`src/rtl/gpio_bank_pkg.sv`:
```
package gpio_bank_pkg;

    // Register kinds inside one port's window; value is the offset step.
    typedef enum logic [1:0] {
        RK_DOUT = 2'd0,
        RK_DIN  = 2'd1,
        RK_EVEN = 2'd2,
        RK_EVST = 2'd3
    } reg_kind_e;

    // Ports below evt_ports take four offsets each; the rest take two.
    function automatic int reg_off(input int port, input int kind, input int evt_ports);
        if (port < evt_ports)
            return port * 4 + kind;
        return evt_ports * 4 + (port - evt_ports) * 2 + kind;
    endfunction

    // Implemented bits of a port given the total pin count.
    function automatic int port_bits(input int port, input int pins, input int pw);
        int rem;
        rem = pins - port * pw;
        if (rem >= pw)
            return pw;
        return rem;
    endfunction

endpackage

```
`src/rtl/gpio_sync.sv`:
```
module gpio_sync #(
    parameter int W      = 29,
    parameter int STAGES = 2
) (
    input  logic         clk,
    input  logic         rst_n,
    input  logic [W-1:0] d,
    output logic [W-1:0] q
);
    logic [W-1:0] stg [STAGES];

    always_ff @(posedge clk or negedge rst_n) begin
        if (!rst_n) begin
            for (int i = 0; i < STAGES; i++)
                stg[i] <= '0;
        end else begin
            stg[0] <= d;
            for (int i = 1; i < STAGES; i++)
                stg[i] <= stg[i-1];
        end
    end

    assign q = stg[STAGES-1];
endmodule

```
`src/rtl/gpio_evt_port.sv`:
```
module gpio_evt_port #(
    parameter int W = 8
) (
    input  logic         clk,
    input  logic         rst_n,
    input  logic [W-1:0] lvl,
    input  logic         en_wr,
    input  logic         sts_wr,
    input  logic [W-1:0] wdata,
    output logic [W-1:0] en_q,
    output logic [W-1:0] sts_q,
    output logic         pend
);
    logic [W-1:0] lvl_prev;
    logic [W-1:0] rise;
    logic [W-1:0] setv;
    logic [W-1:0] clrv;

    assign rise = lvl & ~lvl_prev;
    assign setv = rise & en_q;
    assign clrv = sts_wr ? wdata : '0;

    always_ff @(posedge clk or negedge rst_n) begin
        if (!rst_n) begin
            lvl_prev <= '0;
            en_q     <= '0;
            sts_q    <= '0;
        end else begin
            lvl_prev <= lvl;
            if (en_wr)
                en_q <= wdata;
            // set has priority over a simultaneous write-1 clear
            sts_q <= (sts_q & ~clrv) | setv;
        end
    end

    assign pend = |(sts_q & en_q);

    AST_STS_SET_NEEDS_EN: assert property (@(posedge clk) disable iff (!rst_n)
        (sts_q & ~$past(sts_q) & ~($past(rise) & $past(en_q))) == '0);

    AST_STS_W1C: assert property (@(posedge clk) disable iff (!rst_n)
        ($past(clrv) & ~($past(rise) & $past(en_q)) & sts_q) == '0);
endmodule

```
`src/rtl/gpio_pad_ctl.sv`:
```
module gpio_pad_ctl #(
    parameter int N = 29
) (
    input  logic [N-1:0] dout,
    input  logic [N-1:0] oe,
    input  logic [N-1:0] pp,
    output logic [N-1:0] drv,
    output logic [N-1:0] drv_en
);
    always_comb begin
        for (int i = 0; i < N; i++) begin
            drv[i] = pp[i] & dout[i];
            if (!oe[i])
                drv_en[i] = 1'b0;
            else if (pp[i])
                drv_en[i] = 1'b1;
            else
                drv_en[i] = ~dout[i];
        end
    end
endmodule

```
`src/rtl/gpio_port_bank.sv`:
```
module gpio_port_bank
    import gpio_bank_pkg::*;
#(
    parameter int NUM_PINS    = 29,
    parameter int PORT_W      = 8,
    parameter int EVT_PORTS   = 2,
    parameter int ADDR_W      = 4,
    parameter int SYNC_STAGES = 2
) (
    input  logic                clk,
    input  logic                rst_n,
    input  logic [ADDR_W-1:0]   bus_addr,
    input  logic [PORT_W-1:0]   bus_wdata,
    input  logic                bus_wr,
    input  logic                bus_rd,
    output logic [PORT_W-1:0]   bus_rdata,
    input  logic [NUM_PINS-1:0] pin_in,
    input  logic [NUM_PINS-1:0] pin_oe_cfg,
    input  logic [NUM_PINS-1:0] pin_pp_cfg,
    output logic [NUM_PINS-1:0] pin_drv,
    output logic [NUM_PINS-1:0] pin_drv_en,
    output logic                evt_irq
);
    localparam int NUM_PORTS = (NUM_PINS + PORT_W - 1) / PORT_W;
    localparam int PADDED    = NUM_PORTS * PORT_W;

    logic [NUM_PINS-1:0] din_sync;
    logic [PADDED-1:0]   din_pad;
    logic [PADDED-1:0]   dout_flat;
    logic [PORT_W-1:0]   dout_q  [NUM_PORTS];
    logic [PORT_W-1:0]   en_arr  [NUM_PORTS];
    logic [PORT_W-1:0]   sts_arr [NUM_PORTS];
    logic [NUM_PORTS-1:0] pend;
    logic [PORT_W-1:0]   rd_val;
    logic [PORT_W-1:0]   sts_any;

    gpio_sync #(.W(NUM_PINS), .STAGES(SYNC_STAGES)) u_sync (
        .clk   (clk),
        .rst_n (rst_n),
        .d     (pin_in),
        .q     (din_sync)
    );

    assign din_pad = PADDED'(din_sync);

    for (genvar p = 0; p < NUM_PORTS; p++) begin : g_port
        localparam int BITS = port_bits(p, NUM_PINS, PORT_W);
        localparam logic [PORT_W-1:0] MASK = PORT_W'((1 << BITS) - 1);
        localparam logic [ADDR_W-1:0] A_DOUT = ADDR_W'(reg_off(p, int'(RK_DOUT), EVT_PORTS));
        localparam logic [ADDR_W-1:0] A_EVEN = ADDR_W'(reg_off(p, int'(RK_EVEN), EVT_PORTS));
        localparam logic [ADDR_W-1:0] A_EVST = ADDR_W'(reg_off(p, int'(RK_EVST), EVT_PORTS));

        always_ff @(posedge clk or negedge rst_n) begin
            if (!rst_n)
                dout_q[p] <= '0;
            else if (bus_wr && bus_addr == A_DOUT)
                dout_q[p] <= bus_wdata & MASK;
        end

        if (p < EVT_PORTS) begin : g_evt
            gpio_evt_port #(.W(PORT_W)) u_evt (
                .clk    (clk),
                .rst_n  (rst_n),
                .lvl    (din_pad[p*PORT_W +: PORT_W]),
                .en_wr  (bus_wr && bus_addr == A_EVEN),
                .sts_wr (bus_wr && bus_addr == A_EVST),
                .wdata  (bus_wdata & MASK),
                .en_q   (en_arr[p]),
                .sts_q  (sts_arr[p]),
                .pend   (pend[p])
            );
        end else begin : g_plain
            assign en_arr[p]  = '0;
            assign sts_arr[p] = '0;
            assign pend[p]    = 1'b0;
        end
    end

    always_comb begin
        dout_flat = '0;
        for (int p = 0; p < NUM_PORTS; p++)
            dout_flat[p*PORT_W +: PORT_W] = dout_q[p];
    end

    // Read decode: offsets that match no register fall through to zero.
    always_comb begin
        rd_val = '0;
        for (int p = 0; p < NUM_PORTS; p++) begin
            if (bus_addr == ADDR_W'(reg_off(p, int'(RK_DOUT), EVT_PORTS)))
                rd_val = dout_q[p];
            if (bus_addr == ADDR_W'(reg_off(p, int'(RK_DIN), EVT_PORTS)))
                rd_val = din_pad[p*PORT_W +: PORT_W];
            if (p < EVT_PORTS) begin
                if (bus_addr == ADDR_W'(reg_off(p, int'(RK_EVEN), EVT_PORTS)))
                    rd_val = en_arr[p];
                if (bus_addr == ADDR_W'(reg_off(p, int'(RK_EVST), EVT_PORTS)))
                    rd_val = sts_arr[p];
            end
        end
    end

    always_ff @(posedge clk or negedge rst_n) begin
        if (!rst_n)
            bus_rdata <= '0;
        else if (bus_rd)
            bus_rdata <= rd_val;
    end

    gpio_pad_ctl #(.N(NUM_PINS)) u_pad (
        .dout   (dout_flat[NUM_PINS-1:0]),
        .oe     (pin_oe_cfg),
        .pp     (pin_pp_cfg),
        .drv    (pin_drv),
        .drv_en (pin_drv_en)
    );

    assign evt_irq = |pend;

    always_comb begin
        sts_any = '0;
        for (int p = 0; p < NUM_PORTS; p++)
            sts_any = sts_any | sts_arr[p];
    end

    AST_IRQ_HAS_SOURCE: assert property (@(posedge clk) disable iff (!rst_n)
        evt_irq |-> (sts_any != '0));

    AST_NO_DRIVE_WITHOUT_OE: assert property (@(posedge clk) disable iff (!rst_n)
        (pin_drv_en & ~pin_oe_cfg) == '0);

    AST_RDATA_HOLD: assert property (@(posedge clk) disable iff (!rst_n)
        !$past(bus_rd) |-> $stable(bus_rdata));
endmodule

```
`config.mk`:
```
export PLATFORM = sky130hd
export DESIGN_NAME = gpio_port_bank
export DESIGN_NICKNAME = d
export VERILOG_FILES = /design/src/rtl/gpio_bank_pkg.sv /design/src/rtl/gpio_sync.sv /design/src/rtl/gpio_evt_port.sv /design/src/rtl/gpio_pad_ctl.sv /design/src/rtl/gpio_port_bank.sv
export SDC_FILE = /design/constraint.sdc
export NUM_CORES = 1
export LEC_CHECK = 0
export ABC_AREA = 1
export BUFFER_PORTS_ARGS = -buffer_cell sky130_fd_sc_hd__buf_2
export CAP_MARGIN = 20
export CORE_ASPECT_RATIO = 0.9
export CORE_UTILIZATION = 45
export DETAILED_ROUTE_END_ITERATION = 16
export PLACE_DENSITY = 0.71
export SYNTH_ARGS = -nofsm -noshare
export SYNTH_HDL_FRONTEND = slang
export SYNTH_SLANG_ARGS = --single-unit
```
`constraint.sdc`:
```
create_clock -name clk -period 1.5 [get_ports clk]
set_input_delay 0.15 -clock clk [delete_from_list [all_inputs] [get_ports clk]]
set_output_delay 0.15 -clock clk [all_outputs]
set_load 0.01 [all_outputs]
```
==> results.yml, run 1 <==
outcome:
  outcome: "finished, violations left"
  violations: "negative setup slack"
yosys:
  synth_top_area_share: 0.601
  synth.distinct_cells: 25
  netlist_area_mm2: 0.00596
  synthTopCellsByCount: "nand2_1, dfrtp_1, inv_1"
  synth_edf_count: 0
  synth_fp_nets: 766
  netlist_instances: 663
  yosys_most_used_dff: "dfrtp_1"
  ys_ff_latch: 143
  netlist_top_cells_area: "dfrtp_1, nand2_1, inv_1"
  seq_area_frac_synth: 0.601
  syn_area_per_cell_um2: 8.98
  yosysTopAreaCell: "dfrtp_1"
  postSynth.asyncResetShare: 1.00
  synth.most_common_cell: "nand2_1"
  synth.yosys.warnings: 0
pwr:
  power_frac_comb: 0.153
  switchingPower_w: 0.00297
  p_int_w: 0.00767
  total_power_w: 0.0106
  pwr-share-clk: 0.401
  p_per_area_mw_per_mm2: 1310
  vdd_drop_max_uv: 840
  pwr-share-seq: 0.446
  switching_share: 0.279
  p_leak_nw: 4.37
layout:
  antennaDiodeCount: 0
  final_nets: 999
  areaGrowthSynthToFinish_pct: 35.9
  drive_above_1_share: 0.267
  fill_cells: 1060
placed_design:
  dp.final_hpwl_um: 12000
  portBuffers: 169
  place.gp.congestion: 0.975
  pre_cts_ws_ps: -25.3
detailed_routing:
  drc_errors: 0
  via_per_inst: 4.86
  antenna_left: 0
  wl_per_cell_um: 15.3
  wl_um: 16400
  firstDrtPassIters: 7
  vias: 5218
  drt_iter0_drc: 451
floorplan:
  die_x_um: 123
  dieHeight_um: 111
  dieArea_mm2: 0.0137
  io_pins: 170
  core_area_mm2: 0.0128
  start_util: 0.466
  num_rows: 39
worst_setup_path:
  worstSetupStartpointType: "flop"
  path_max_fanout: 2
  worst-setup-path-type: "flop to output port"
  end_kind: "output port"
  required_ps: 1350
  arrival_ps: 1620
cts:
  clock_latency_ps: 420
  cts_made_buffers: 17
  tritoncts: "done"
  post_cts_buffers: 0
  cts_root_buf: "clkbuf_16"
  clockBufferDepth: 2
  clk_pin_slew_ps: 60
  ctsHtreeMaxLevel: 4
  cts_num_sinks: 143
timing:
  slew_headroom: 0.724
  finalSetupViolCount: 1
  period_needed_ps: 1770
  fin_ws_ps: -273
  hold_viol_final: 0
  slew_viol_final: 0
  fmax_ghz: 0.564
  skew_ps: 9.46
  min_period_over_period: 1.18
  hold-worst-slack_ps: 88.8
  tightest_slew_ps: 414
  rsz0062_at_grt: "true"
grt:
  grt_pass1_wl_um: 25400
  overflow: 0
  grt_pass1_vias: 4904
  grt_max_degree: 57
  grt_usage: 0.256
  antenna_found_initial: 0
run:
  drv_cap: 0
worst_hold_path:
  hold_class: "input pin to flop"
## flip-flops by register name, summed over array words and instances (netlist names)
signal,count
dout_flat,29
u_sync.q,29
u_sync.stg,29
g_port.g_evt.u_evt.en_q,16
g_port.g_evt.u_evt.lvl_prev,16
g_port.g_evt.u_evt.sts_q,16
bus_rdata,8
## worst paths after layout
kind | startpoint | to | slack (ps) | cells after the start
min in group asynchronous | rst_n | u_sync.q[3] | 190 | 2
max in group asynchronous | rst_n | bus_rdata[4] | 690 | 3
max | g_port[0].g_evt.u_evt.en_q[6] | evt_irq | -270 | 7
min reg2reg | u_sync.stg[48] | u_sync.q[19] | 350 | 0
max reg2reg | dout_flat[1] | bus_rdata[1] | 170 | 8
min | bus_wdata[4] | g_port[1].g_evt.u_evt.sts_q[4] | 90 | 3
## layer usage
| layer | vias up | wire length, um | track usage |
|---|---|---|---|
| li1 | 2551 | - | - |
| met1 | 2441 | 7280 | 0.346 |
| met2 | 209 | 7730 | 0.399 |
| met3 | 17 | 1160 | 0.0499 |
| met4 | 0 | 263 | 0.108 |
| met5 | - | 0 | 0 |
## worst max-delay path, stage by stage (launching register included)
cell and delay (ps):
dfrtp_1 380, inv_2 70, o22ai_2 80, a21oi_1 110
nand3_1 110, a211oi_2 150, nand3_1 130, buf_2 160
## metrics by stage
stage,instance area [um2],instances,TNS [ps],utilization
2_1_floorplan,5960,663,0,-
3_3_place_gp,7160,1010,-89.4,0.560
3_5_place_dp,7160,1010,-25.3,0.560
5_1_grt,8090,1073,-346,0.633
4_1_cts,8090,1073,-286,0.633
6_report,8090,1073,-273,0.633
## layout make-up
class | instances | area, um2 | area share
Multi-Input combinational cell | 387 | 1880 | 0.233
Sequential cell | 143 | 3580 | 0.442
Timing Repair Buffer | 221 | 1350 | 0.166
Clock inverter | 11 | 126 | 0.0156
Clock buffer | 21 | 480 | 0.0594
Inverter | 126 | 473 | 0.0584
Tap cell | 164 | 205 | 0.0254
## cell families (layout without fill, tap and decap cells)
kind of cell,count (synthesis),in the layout,share of synthesized area
AOI/OAI and AO/OA,131,131,0.132
buffers and inverters,133,379,0.0847
DFF,143,143,0.601
and+or+nand+nor,256,256,0.182
## layout by cell type, fill, tap and decap left out, types with 5 or more instances in the layout
master,instances
inv_1,119
buf_4,19
nand2_1,182
o22ai_1,5
nand4_1,12
nor2_1,33
a21boi_0,17
a21oi_1,8
dfrtp_1,143
inv_2,7
a211oi_1,5
nor2_4,5
nand3_1,13
o21ai_0,68
clkbuf_16,17
o31ai_1,11
buf_2,168
dlygate4sd3_1,31
o21a_1,12
## power groups by stage
stage	logic [W]	clock network (W)	registers, W
after global placement	0.00152	0	0.00478
final	0.00163	0.00427	0.00474
after CTS	0.00164	0.00433	0.00474
after detailed placement	0.00155	0	0.00479
after global routing	0.00184	0.00447	0.00480
after floorplan	0.000833	0	0.00466
## what timing repair did
action | 4_1_cts | 5_1_grt
setup endpoints to repair | 1 | 1
pin swaps | 1 | 1
endpoints found under the hold margin | 117 | 0
resized for setup | 6 | 0
hold buffers | 31 | 0
Note: power is estimated with default switching activity, not from simulation.
==> run 2, diff against run 1 <==
==> constraint.sdc (replaced) <==
create_clock -name clk -period 1.5 [get_ports clk]
set_input_delay 0.075 -clock clk [delete_from_list [all_inputs] [get_ports clk]]
set_output_delay 0.075 -clock clk [all_outputs]
set_load 0.01 [all_outputs]
==> run 2 against run 1 <==
The flow still finishes with violations (negative setup slack). Global-route usage is 0.85 points lower. Total power is 0.77% lower. Register-to-register slack worse by 20 ps. Sequential cell count stayed put. Clock power is 2% lower. Worst setup slack better by 75 ps. Clock skew is 0.86 ps higher. Critical path type unchanged. Critical path depth stayed put. Clock-buffer cell count is 2 lower.
==> results.yml, run 2 (synthesized netlist as in run 1, its figures left out) <==
outcome:
  outcome: "finished, violations left"
  violations: "negative setup slack"
worst_setup_path:
  cp_num_buf_inv: 2
  critPathMaxStageDelay_ps: 380
  worstSetupStartpointType: "flop"
  required_ps: 1420
  crit_chain: "inv_1 -> o22ai_1 -> a21oi_1 -> nand3_1 -> a211oi_2 -> nand3_1 -> buf_2"
  end_kind: "output port"
  path_max_fanout: 2
  path_common_cell: "nand3_1"
  critPathSlowestCell: "dfrtp_1"
  arrival_ps: 1620
  path_delay_family: "flip-flops"
  worst-setup-path-type: "flop to output port"
cts:
  tritoncts: "done"
  clockBufferDepth: 2
  ctsHtreeMaxLevel: 4
  cts_root_buf: "clkbuf_16"
  cts_num_sinks: 143
  cts_made_buffers: 17
  clock_latency_ps: 420
  clk_pin_slew_ps: 60
floorplan:
  die_x_um: 123
  io_pins: 170
  core_area_mm2: 0.0128
  dieArea_mm2: 0.0137
  dieHeight_um: 111
  start_util: 0.466
  num_rows: 39
layout:
  final_common_cell: "nand2_1"
  areaGrowthSynthToFinish_pct: 35.3
  fin_area_mm2: 0.00806
  final_cell_mix: "nand2_1, buf_2, dfrtp_1"
  final_nets: 994
  drive_above_1_share: 0.261
  antennaDiodeCount: 0
placed_design:
  dp.final_hpwl_um: 11900
  pre_cts_ws_ps: -41.3
  portBuffers: 169
  place_area_mm2: 0.00709
  place.gp.congestion: 0.976
run:
  drv_cap: 0
detailed_routing:
  via_per_inst: 4.89
  drt_iter0_drc: 394
  firstDrtPassIters: 5
  wl_per_cell_um: 15.0
  drc_errors: 0
  wl_um: 16100
  vias: 5224
  antenna_left: 0
grt:
  overflow: 0
  grt_pass1_wl_um: 24700
  antenna_found_initial: 0
  grt_usage: 0.247
  grt_max_degree: 45
  grt_pass1_vias: 4871
timing:
  skew_ps: 10.3
  fin_ws_ps: -198
  fmax_ghz: 0.589
  hold_viol_final: 0
  slew_headroom: 0.677
  tightest_slew_ps: 484
  slew_viol_final: 0
  rsz0062_at_grt: "true"
  period_needed_ps: 1700
  min_period_over_period: 1.13
  finalSetupViolCount: 1
worst_hold_path:
  hold_class: "input pin to flop"
pwr:
  p_per_area_mw_per_mm2: 1310
  p_leak_nw: 4.33
  vdd_drop_max_uv: 902
[run 2: cell type report]
| cell class | instances | area, um2 |
|---|---|---|
| Clock buffer | 19 | 443 |
| Clock inverter | 13 | 155 |
| Tap cell | 164 | 205 |
| Multi-Input combinational cell | 387 | 1890 |
| Inverter | 126 | 473 |
| Timing Repair Buffer | 216 | 1310 |
| Sequential cell | 143 | 3580 |
| Fill cell | 1088 | 4730 |
[run 2: metal layers]
layer	routed length, um	track usage	vias up
li1	-	-	2542
met5	0	0	-
met1	6960	0.329	2430
met4	301	0.0924	0
met2	7490	0.384	227
met3	1300	0.0674	25
[run 2: worst paths after layout]
kind | start | slack [ps] | cells after the start | endpoint
setup / recovery | g_port[0].g_evt.u_evt.en_q[6] | -200 | 7 | evt_irq
hold / removal | bus_wdata[5] | 80 | 3 | g_port[0].g_evt.u_evt.en_q[5]
setup reg to reg | dout_flat[6] | 150 | 8 | bus_rdata[6]
hold reg to reg | u_sync.stg[33] | 350 | 0 | u_sync.q[4]
max in group asynchronous | rst_n | 760 | 3 | u_sync.q[24]
min in group asynchronous | rst_n | 140 | 2 | g_port[0].g_evt.u_evt.lvl_prev[5]
[run 2: per-stage QoR]
step                      power [W]  cells  hold slack (ps)  utilization  TNS (ps)
after global routing         0.0111   1068             75.8        0.630      -302
after CTS                    0.0106   1066             80.2        0.628      -204
after global placement      0.00627   1000             28.3        0.555     -59.2
after detailed placement    0.00631   1000             27.6        0.555     -41.3
after floorplan             0.00549    663             -221            -         0
final                        0.0106   1068             83.9        0.630      -198
[run 2: power breakdown]
group	leakage, nW	switching [W]	internal [W]	total [W]
combinational	2.36	0.000928	0.000687	0.00162
clock	0.277	0.00167	0.00253	0.00420
sequential	1.70	0.000410	0.00433	0.00475
[run 2: worst register-to-register path, delay by kind of cell (launching register included)]
kind            cells  cell delay (ps)
compound gates      2              320
simple gates        5              430
flops               1              400
buf+inv             1              100
[run 2: timing repair]
item	CTS	global route
setup endpoints to repair	1	2
hold buffers	32	0
endpoints found under the hold margin	174	0
pin swaps	1	4
buffers inserted	2	2
gates resized for setup	1	6
==> run 3, diff against run 2 <==
- CORE_ASPECT_RATIO: 0.9 -> 1.2
- CTS_BUF_LIST: default -> sky130_fd_sc_hd__clkbuf_4 sky130_fd_sc_hd__clkbuf_8
==> run 3 against run 2 <==
The flow still finishes with violations (negative setup slack). Non-clock buffer count increased by 2. Wire length shrank 1.9%. Register-to-register slack barely moved. Core utilization shrank 1.2 points. Highest routed layer unchanged.
==> results.yml, run 3 (synthesized netlist as in run 1, its figures left out) <==
worst_setup_path:
  r2r_setup_slack_ps: 150
  worst-setup-path-type: "flop to output port"
  required_ps: 1420
  worstSetupStartpointType: "flop"
  rr_worst_depth: 8
  arrival_ps: 1730
  cp_num_buf_inv: 2
  critPathMaxStageDelay_ps: 400
  crit_chain: "inv_2 -> o22ai_2 -> a21oi_2 -> nand3_1 -> a211oi_2 -> nand3_1 -> buf_2"
  path_max_fanout: 2
  r2r_end: "bus_rdata[2]"
  rr_startpoint: "dout_flat[2]"
  critPathSlowestCell: "dfrtp_1"
  end_kind: "output port"
  startpoint: "g_port[0].g_evt.u_evt.en_q[6]"
  path_common_cell: "nand3_1"
  worstSetupPathDepth: 7
  path_delay_family: "compound AO/OA/AOI/OAI gates"
detailed_routing:
  wl_per_cell_um: 14.7
  wl_um: 15700
  drc_errors: 0
  vias: 5272
  via_per_inst: 4.93
  drt_iter0_drc: 408
  firstDrtPassIters: 5
  antenna_left: 0
layout:
  antennaDiodeCount: 0
  drive_above_1_share: 0.268
  fill_cells: 1082
  final_nets: 996
  final_cell_mix: "nand2_1, buf_2, dfrtp_1"
  final_common_cell: "nand2_1"
  areaGrowthSynthToFinish_pct: 32.6
timing:
  setup_tns_ps: -302
  hold_viol_final: 0
  hold-worst-slack_ps: 59.3
  slew_headroom: 0.665
  tightest_slew_ps: 501
  fmax_ghz: 0.555
  skew_ps: 7.43
  slew_viol_final: 0
  fin_ws_ps: -302
  rsz0062_at_grt: "true"
  min_period_over_period: 1.20
  finalSetupViolCount: 1
  period_needed_ps: 1800
grt:
  met3_usage: 0.0503
  antenna_found_initial: 0
  grt_pass1_vias: 4767
  grt_usage: 0.240
  grtUsageMet1: 0.319
  met2_usage: 0.394
  overflow: 0
  grt_max_degree: 54
  grt_pass1_wl_um: 24400
  busiest_layer: "met2"
placed_design:
  place.gp.congestion: 0.932
  pre_cts_ws_ps: 30.3
  dp.final_hpwl_um: 11500
  portBuffers: 169
pwr:
  p_leak_nw: 4.27
  p_per_area_mw_per_mm2: 1220
  vdd_drop_max_uv: 896
floorplan:
  core_area_mm2: 0.0128
  io_pins: 170
  dieHeight_um: 128
  die_x_um: 107
  dieArea_mm2: 0.0137
  num_rows: 45
  start_util: 0.466
worst_hold_path:
  hold_depth: 3
  min_from: "bus_wdata[6]"
  hold_class: "input pin to flop"
  hold_end: "dout_flat[22]"
cts:
  clockBufferDepth: 2
  cts_root_buf: "clkbuf_8"
  cts_made_buffers: 17
  ctsHtreeMaxLevel: 4
  cts_num_sinks: 143
  clock_latency_ps: 450
  tritoncts: "done"
  clk_pin_slew_ps: 80
run:
  drv_cap: 0
outcome:
  outcome: "finished, violations left"
  violations: "negative setup slack"
run 3: cell types whose count changed in the layout (fill, tap and decap cells not counted), sizes merged:
cell,previous run,this run
buf,184,186
clkbuf,19,17
clkinvlp,5,1
inv,131,137
run 3: power by group:
group / internal, W / switching (W) / total [W]
Clock: 0.00157 / 0.00166 / 0.00322
Combinational: 0.000731 / 0.000931 / 0.00166
Sequential: 0.00433 / 0.000398 / 0.00472
Total: 0.00662 / 0.00299 / 0.00961
run 3: worst max-delay path by stage:
stage / to
4_1_cts: evt_irq
3_3_place_gp: bus_rdata[7]
2_1_floorplan: bus_rdata[6]
3_5_place_dp: bus_rdata[7]
5_1_grt: evt_irq
6_report: evt_irq
run 3: what timing repair did:
item                                    in CTS  in global routing
hold buffers                                32                  0
endpoints found under the setup margin       1                  2
hold endpoints to repair                   174                  0
resized for setup                            3                  9
setup buffers                                0                  3
pin swaps                                    0                  8
run 3: worst min-delay path: stages:
cell,delay [ps]
buf_2,80
inv_1,130
o21ai_0,190
run 3: through the flow:
step	utilization	instance area (um2)	cells	power [W]
floorplan	-	5960	663	0.00549
global placement	0.556	7110	1003	0.00628
detailed placement	0.556	7110	1003	0.00631
CTS	0.615	7860	1067	0.00959
global route	0.618	7900	1070	0.0101
finish	0.618	7900	1070	0.00961
run 3: area by class of cell:
type	instances	area (um2)	area share
Multi-Input combinational cell	387	1900	0.240
Inverter	126	473	0.0599
Tap cell	164	205	0.0260
Clock buffer	17	234	0.0296
Clock inverter	15	185	0.0234
Timing Repair Buffer	218	1330	0.168
Sequential cell	143	3580	0.453
run 3: routing by layer:
metal | wire length, um | part of all wire | vias up
li1 | - | - | 2544
met2 | 7800 | 0.50 | 233
met3 | 1070 | 0.068 | 22
met1 | 6610 | 0.42 | 2473
met4 | 263 | 0.017 | 0
met5 | 0 | 0 | -
